$ cat src/rtl/extdiv_pkg.sv
package extdiv_pkg;
  localparam int MIN_LOAD = 3;
  typedef enum logic {SRC_FINE, SRC_COARSE} jam_src_e;
endpackage

$ cat src/rtl/extdiv_core.sv
module extdiv_core
  import extdiv_pkg::*;
#(
  parameter int N_W = 16
) (
  input  logic           clk,
  input  logic           rst_n,
  input  logic [N_W-1:0] jam_val,
  output logic           tc,
  output logic           idle,
  output logic           reload
);
  logic [N_W-1:0] cnt_q, cnt_d;
  logic           run_q, run_d;

  assign idle   = !run_q;
  assign tc     = run_q && (cnt_q == '0);
  assign reload = idle || tc;

  always_comb begin
    run_d = 1'b1;
    if (reload) cnt_d = jam_val - N_W'(1);
    else        cnt_d = cnt_q - N_W'(1);
  end

  always_ff @(posedge clk or negedge rst_n) begin
    if (!rst_n) begin
      cnt_q <= '0;
      run_q <= 1'b0;
    end else begin
      cnt_q <= cnt_d;
      run_q <= run_d;
    end
  end


  load_floor_chk: assert property (@(posedge clk) disable iff (!rst_n)
    reload |=> (cnt_q >= N_W'(MIN_LOAD - 1)));


  countdown_chk: assert property (@(posedge clk) disable iff (!rst_n)
    (run_q && cnt_q != '0) |=> (cnt_q == $past(cnt_q) - N_W'(1)));
endmodule

$ cat src/rtl/extdiv_tally.sv
module extdiv_tally #(
  parameter int K_W = 4
) (
  input  logic           clk,
  input  logic           rst_n,
  input  logic           start,
  input  logic           adv,
  input  logic [K_W-1:0] k_in,
  output logic           last
);
  logic [K_W-1:0] idx_q, idx_d;
  logic [K_W-1:0] k_q, k_d;

  assign last = (idx_q == k_q);

  always_comb begin
    idx_d = idx_q;
    k_d   = k_q;
    if (start) begin
      idx_d = '0;
      k_d   = k_in;
    end else if (adv) begin
      idx_d = idx_q + K_W'(1);
    end
  end

  always_ff @(posedge clk or negedge rst_n) begin
    if (!rst_n) begin
      idx_q <= '0;
      k_q   <= '0;
    end else begin
      idx_q <= idx_d;
      k_q   <= k_d;
    end
  end


  tally_range_chk: assert property (@(posedge clk) disable iff (!rst_n)
    idx_q <= k_q);
endmodule

$ cat src/rtl/extdiv_jamsel.sv
module extdiv_jamsel
  import extdiv_pkg::*;
#(
  parameter int N_W = 16
) (
  input  logic           clk,
  input  logic           rst_n,
  input  logic           start,
  input  logic [N_W-1:0] fine_in,
  input  logic [N_W-1:0] coarse_in,
  output logic [N_W-1:0] jam_val
);
  localparam logic [N_W-1:0] FLOOR = N_W'(MIN_LOAD);

  logic [N_W-1:0] coarse_q, coarse_d;
  logic [N_W-1:0] fine_c, coarse_c;
  jam_src_e       src;

  assign fine_c   = (fine_in   < FLOOR) ? FLOOR : fine_in;
  assign coarse_c = (coarse_in < FLOOR) ? FLOOR : coarse_in;
  assign src      = start ? SRC_FINE : SRC_COARSE;

  always_comb begin
    coarse_d = coarse_q;
    if (start) coarse_d = coarse_c;
    jam_val = (src == SRC_FINE) ? fine_c : coarse_q;
  end

  always_ff @(posedge clk or negedge rst_n) begin
    if (!rst_n) coarse_q <= FLOOR;
    else        coarse_q <= coarse_d;
  end
endmodule

$ cat src/rtl/extdiv_top.sv
module extdiv_top #(
  parameter int N_W = 16,
  parameter int K_W = 4
) (
  input  logic           clk,
  input  logic           rst_n,
  input  logic [N_W-1:0] fine_cnt,
  input  logic [N_W-1:0] coarse_cnt,
  input  logic [K_W-1:0] coarse_reps,
  output logic           div_pulse
);
  logic [N_W-1:0] jam_val;
  logic tc, idle, reload, last, start;

  assign start     = idle || (tc && last);
  assign div_pulse = tc && last;

  extdiv_core #(.N_W(N_W)) u_core (
    .clk(clk), .rst_n(rst_n), .jam_val(jam_val),
    .tc(tc), .idle(idle), .reload(reload)
  );

  extdiv_tally #(.K_W(K_W)) u_tally (
    .clk(clk), .rst_n(rst_n), .start(start), .adv(tc),
    .k_in(coarse_reps), .last(last)
  );

  extdiv_jamsel #(.N_W(N_W)) u_jam (
    .clk(clk), .rst_n(rst_n), .start(start),
    .fine_in(fine_cnt), .coarse_in(coarse_cnt), .jam_val(jam_val)
  );


  pulse_width_chk: assert property (@(posedge clk) disable iff (!rst_n)
    div_pulse |=> !div_pulse);


  reload_path_chk: assert property (@(posedge clk) disable iff (!rst_n)
    reload |-> (jam_val >= N_W'(3)));
endmodule

$ cat config.mk
export PLATFORM = sky130hd
export DESIGN_NAME = extdiv_top
export DESIGN_NICKNAME = d
export VERILOG_FILES = /design/src/rtl/extdiv_pkg.sv /design/src/rtl/extdiv_core.sv /design/src/rtl/extdiv_tally.sv /design/src/rtl/extdiv_jamsel.sv /design/src/rtl/extdiv_top.sv
export SDC_FILE = /design/constraint.sdc
export NUM_CORES = 1
export LEC_CHECK = 0
export BUFFER_PORTS_ARGS = -buffer_cell sky130_fd_sc_hd__buf_2
export CAP_MARGIN = 5
export CORE_AREA = 2 2 83 85
export CTS_CLUSTER_SIZE = 12
export DETAILED_ROUTE_END_ITERATION = 7
export DIE_AREA = 0 0 85 87
export GPL_ROUTABILITY_DRIVEN = 0
export PLACE_DENSITY = 0.64
export SLEW_MARGIN = 20
export SYNTH_ARGS = -nofsm -noshare
export SYNTH_HDL_FRONTEND = slang
export SYNTH_SLANG_ARGS = --single-unit
$ cat constraint.sdc
create_clock -name clk -period 5.4 [get_ports clk]
set_input_delay 0.27 -clock clk [delete_from_list [all_inputs] [get_ports clk]]
set_output_delay 0.27 -clock clk [all_outputs]
set_load 0.03 [all_outputs]
# Yosys cells after proc, flatten, opt, wreduce, memory -nomap -nowiden
# Cells that the tools add are included.
# word_totals
regBits	41
latch_bits	0
mem_bits_rw	0
mem_bits_ro	0
in_bits	38
out_inout_bits	1
wordCells	24
memories	0
# classes
addsub	3
multipliers	0
div_mod_pow	0
n_lt_le_gt_ge	2
n_eq_ne	1
n_shift	0
muxes	6
bitwise	0
reduce_logical	7
# ops
cell	n
16-bit two-way mux	4
16-bit by 2-bit less-than comparator with 1-bit output, second input constant	2
16-bit by 1-bit subtractor with 16-bit output, second input constant	2
16-bit logical NOT	1
4-bit two-way mux	2
4-bit by 1-bit adder with 4-bit output, second input constant	1
4-bit == test	1
1-bit logical AND	2
1-bit logical OR	2
2-bit nonzero test	1
1-bit logical NOT	1

# Logic depth before layout (Yosys ltp)
# depth
depth_word	7
mapped_depth	10
mapped_depth_nobuf	9

# By module
# From an unflattened synthesis, not the netlist that was laid out.
# hier_totals
hier_cells	259
area_unflattened_um2	2376.0
# by_module_without_submodules
mod	instances	cells_each	area_each_um2	seq_area_each_um2
extdiv_core	1	116	1108.6	425.4
extdiv_jamsel	1	111	873.3	402.9
extdiv_tally	1	30	380.4	200.2
extdiv_top	1	2	13.8	0.0

# Worst setup path before layout
# OpenSTA, ideal clock, no wires.
# synth_timing
kind	register to register
start	register u_core.cnt_q[12]
end	register u_core.cnt_q[7]
setup_time_ps	123
arrival_time_ps	2343
t_required_ps	5277
path_slack_ps	2934
stages_incl_launch_ff	9
path_buffers	0
synth_period_minus_slack_ps	2466
cell_sequence	dfrtp_1 nor4_4 nand4_4 o31ai_4 nand2_1 o22ai_1 nand3_1 or4_4 xnor2_2
# synth_between
elab_chain_cells	7
elab_cells_between_ends	8
cone_classes	1 x add/sub; 2 x mux; 5 x reduce/logical
# synth_rtl
item	line	source
start: declaration	extdiv_core.sv:13	logic [N_W-1:0] cnt_q, cnt_d;
start signal: assignment	extdiv_core.sv:31	cnt_q <= cnt_d;
16-bit logical NOT *	extdiv_core.sv:17	assign tc = run_q && (cnt_q == '0);
1-bit logical AND *	extdiv_core.sv:17	
1-bit logical AND	extdiv_top.sv:15	assign start = idle || (tc && last);
1-bit logical OR	extdiv_top.sv:15	
16-bit two-way mux	extdiv_jamsel.sv:26	jam_val = (src == SRC_FINE) ? fine_c : coarse_q;
16-bit by 1-bit subtractor with 16-bit output	extdiv_core.sv:22	if (reload) cnt_d = jam_val - N_W'(1);
16-bit two-way mux *	extdiv_core.sv:22	
named net u_core.cnt_d[7]	extdiv_core.sv:13	
# Mark *: on every way through the listed nets, which the timed path passes. The rest lies on a longest branch.
# A chain may end at the register's enable or synchronous reset.

# Worst setup path after layout
# layout_timing
start	register u_core.run_q
end	register u_core.cnt_q[7]
# layout_between
elab_chain_cells	6
elab_cells_between_ends	8
cone_classes	1 x add/sub; 2 x mux; 5 x reduce/logical
# layout_rtl
item	line	source
start: declaration	extdiv_core.sv:14	logic run_q, run_d;
start signal: assignment	extdiv_core.sv:32	run_q <= run_d;
1-bit logical AND	extdiv_core.sv:17	
1-bit logical AND	extdiv_top.sv:15	
1-bit logical OR	extdiv_top.sv:15	
16-bit two-way mux	extdiv_jamsel.sv:26	
16-bit by 1-bit subtractor with 16-bit output	extdiv_core.sv:22	
16-bit two-way mux *	extdiv_core.sv:22	
named net u_core.cnt_d[7]	extdiv_core.sv:13	
# Marks and branches as above.

==> reports/results.ini <==
[sta]
fin_crit_ps = 3080
clock_skew_ps = 2.26
slew_viol_final = 0
fin_tns_setup_ps = 0
maxSlewHeadroom_pct = 40.3
tightest_slew_ps = 895
grt_setup_unrepaired = no
period_share_pct = 57.0
hold_viol = 0
max_freq_mhz = 325
layout_setup_ws_ps = 2320
setup_viol_count_final = 0
holdWs_ps = 93.8

[global_routing]
grt_pass1_vias = 1810
grt_max_degree = 42
gr-total-overflow = 0
grt_first_pass_wirelength_um = 9150
antenna_found_initial = 0
grtUsageTotal_pct = 15.8

[cts]
hold_buffers = 0
post_cts_buffers = 0
htreeDepth = 2
cts_resized = 0
numClockSinks = 41
cts_buffer_depth = 2
clock_latency_ps = 290
clock-root-buffer = clkbuf_8
tritoncts = done
clk_pin_slew_ps = 80
cts_made_buffers = 5

[finish]
drive_above_1_share_pct = 31.9
final_net_count = 290
multi_input_area_um2 = 1240
fillCellCount = 636
layoutNonFillerInstCount = 331
register_area_um2 = 1030
area_growth_pct = 14.6
num_antenna_cells = 0

[worst_setup_path]
reg2reg_depth = 7
crit_slowest_cell = dfrtp_1
startpoint_type = register
arrival_ps = 3270
slowest_delay_ps = 920
crit_fanout = 24
r2r_slack_ps = 2320
critPathKind = reg -> reg
cp-end-kind = register
r2r-end = u_core.cnt_q[7]
reg2reg_from = u_core.run_q
path_cells = o2111ai_1 > o31ai_4 > nand2_1 > o22ai_1 > nand3_1 > or4_4 > xnor2_2
required_ps = 5590

[floorplan]
die_w_um = 85
start_util_pct = 35.6
die_y_um = 87
ios = 39
core_region_area_um2 = 6570
dieArea_um2 = 7400
std_cell_rows = 30

[routing]
ant_nets = 0
vias_per_cell = 5.37
drc_errors = 0
wl_per_cell_um = 16.2
totalWireLength_um = 5370
first_pass_iters = 4
drt_iter0_markers = 94
vias = 1778

[synth]
ys_seq_elements = 41
netlist_area_um2 = 2340
ys.flop_type = dfrtp_1
synthTopCellsByArea = dfrtp_1 (42%), mux2_2 (11%), xnor2_1 (3.7%)
synth_common_cells = dfrtp_1 (39), mux2_2 (22), nand2_1 (13), nor2_1 (12), xnor2_1 (10)
ys_types = 46
syn_inst = 214
avgSynthCellArea_um2 = 10.9
synth_fp_nets = 254
synth-edff-count = 0
ys_seq_area_share_pct = 44.0
yosys.area.top_type = dfrtp_1
yosys_warnings = 0
synthDominantCellAreaShare_pct = 41.8
async_flop_share_pct = 100
synth.most_common_cell = dfrtp_1

[pwr]
powerDensity_nw_per_um2 = 262
peakVddDrop_mv = 0.141
p_leak_uw = 0.00109

[worst_hold_path]
hold_path.class = in -> async

[placed_design]
io_buffers = 38
post-place-ws_ps = 2350
post-place-cells = 323
place_hpwl_um = 4170

[job]
drv_cap = 0

[run_status]
run_status = finished clean

[stage by stage]
stage               total power (µW)  cell area (µm²)  util (%)
global route                     743             2680      40.7
finish                           702             2680      40.7
CTS                              708             2680      40.7
detailed placement               510             2590      39.4
global placement                 507             2590      39.4
floorplan                        462             2340         -
[worst max path at each step]
stage | cells after the start | from | end
5_1_grt | 7 | u_core.run_q | u_core.cnt_q[15]
3_5_place_dp | 7 | u_core.run_q | u_core.cnt_q[7]
6_report | 7 | u_core.run_q | u_core.cnt_q[7]
3_3_place_gp | 7 | u_core.run_q | u_core.cnt_q[7]
4_1_cts | 7 | u_core.run_q | u_core.cnt_q[7]
2_1_floorplan | 8 | u_core.cnt_q[12] | u_core.cnt_q[7]
[routing by layer]
layer / share of wire (%) / wire length [µm] / GRT usage (%) / vias up
met2: 44 / 2380 / 23.9 / 43
met5: 0 / 0 / 0 / -
li1: - / - / - / 867
met4: 2.6 / 139 / 6.64 / 0
met3: 4.5 / 239 / 2.84 / 10
met1: 49 / 2610 / 22.3 / 858
[worst max-delay path: cells and delay by family, from the launching register on]
| family | cells | cell delay [ps] |
|---|---|---|
| xor gates and xnor gates | 1 | 140 |
| AOI/OAI and AO/OA | 3 | 1040 |
| and+or+nand+nor | 3 | 860 |
| DFF | 1 | 920 |
[cell type report]
cell class / instances / share of cell area, %
multi-input cells: 158 / 46.5
clock buffers: 6 / 2.71
well taps: 80 / 3.74
repair buffers: 39 / 7.39
flip-flops and latches: 41 / 38.4
inverters: 5 / 0.701
clock inverters: 2 / 0.561
[state kept, by name, summed over array words and instances, names as in the netlist]
register and count:
u_core.cnt_q 16, u_core.run_q 1, u_jam.coarse_q 16, u_tally.idx_q 4, u_tally.k_q 4
[logic make-up after synthesis]
group	Yosys count	synth area share, %
AO/OA/AOI/OAI	37	12.1
flip-flops	41	44.0
buffers and inverters	15	2.73
AND/OR/NAND/NOR	76	21.3
XOR/XNOR	16	6.32
multiplexers	26	12.3
adder cells (fa/ha/maj)	2	1.07
other	1	0.161
[power by group]
part	leakage (µW)	internal [µW]	switching, µW
clock	0.0000374	91.0	106
sequential	0.000488	341	34.0
combinational	0.000566	64.5	65.1
total	0.00109	496	206
[cells in the final DEF (no fill, tap or decap), types with 4 or more instances in the layout]
cell type / n
xnor2_1: 10
nor4_4: 4
mux2_2: 22
dfrtp_1: 39
nand2b_1: 6
inv_1: 4
and2_1: 6
nand2_1: 13
o211ai_1: 4
and4_1: 4
xor2_1: 5
buf_2: 38
nand3_1: 8
a21oi_1: 8
nor4_1: 8
a221o_1: 5
nor2_1: 12
clkbuf_8: 5
mux2i_1: 4
nand4_1: 7
No activity file was read; power rests on OpenSTA's default activity.
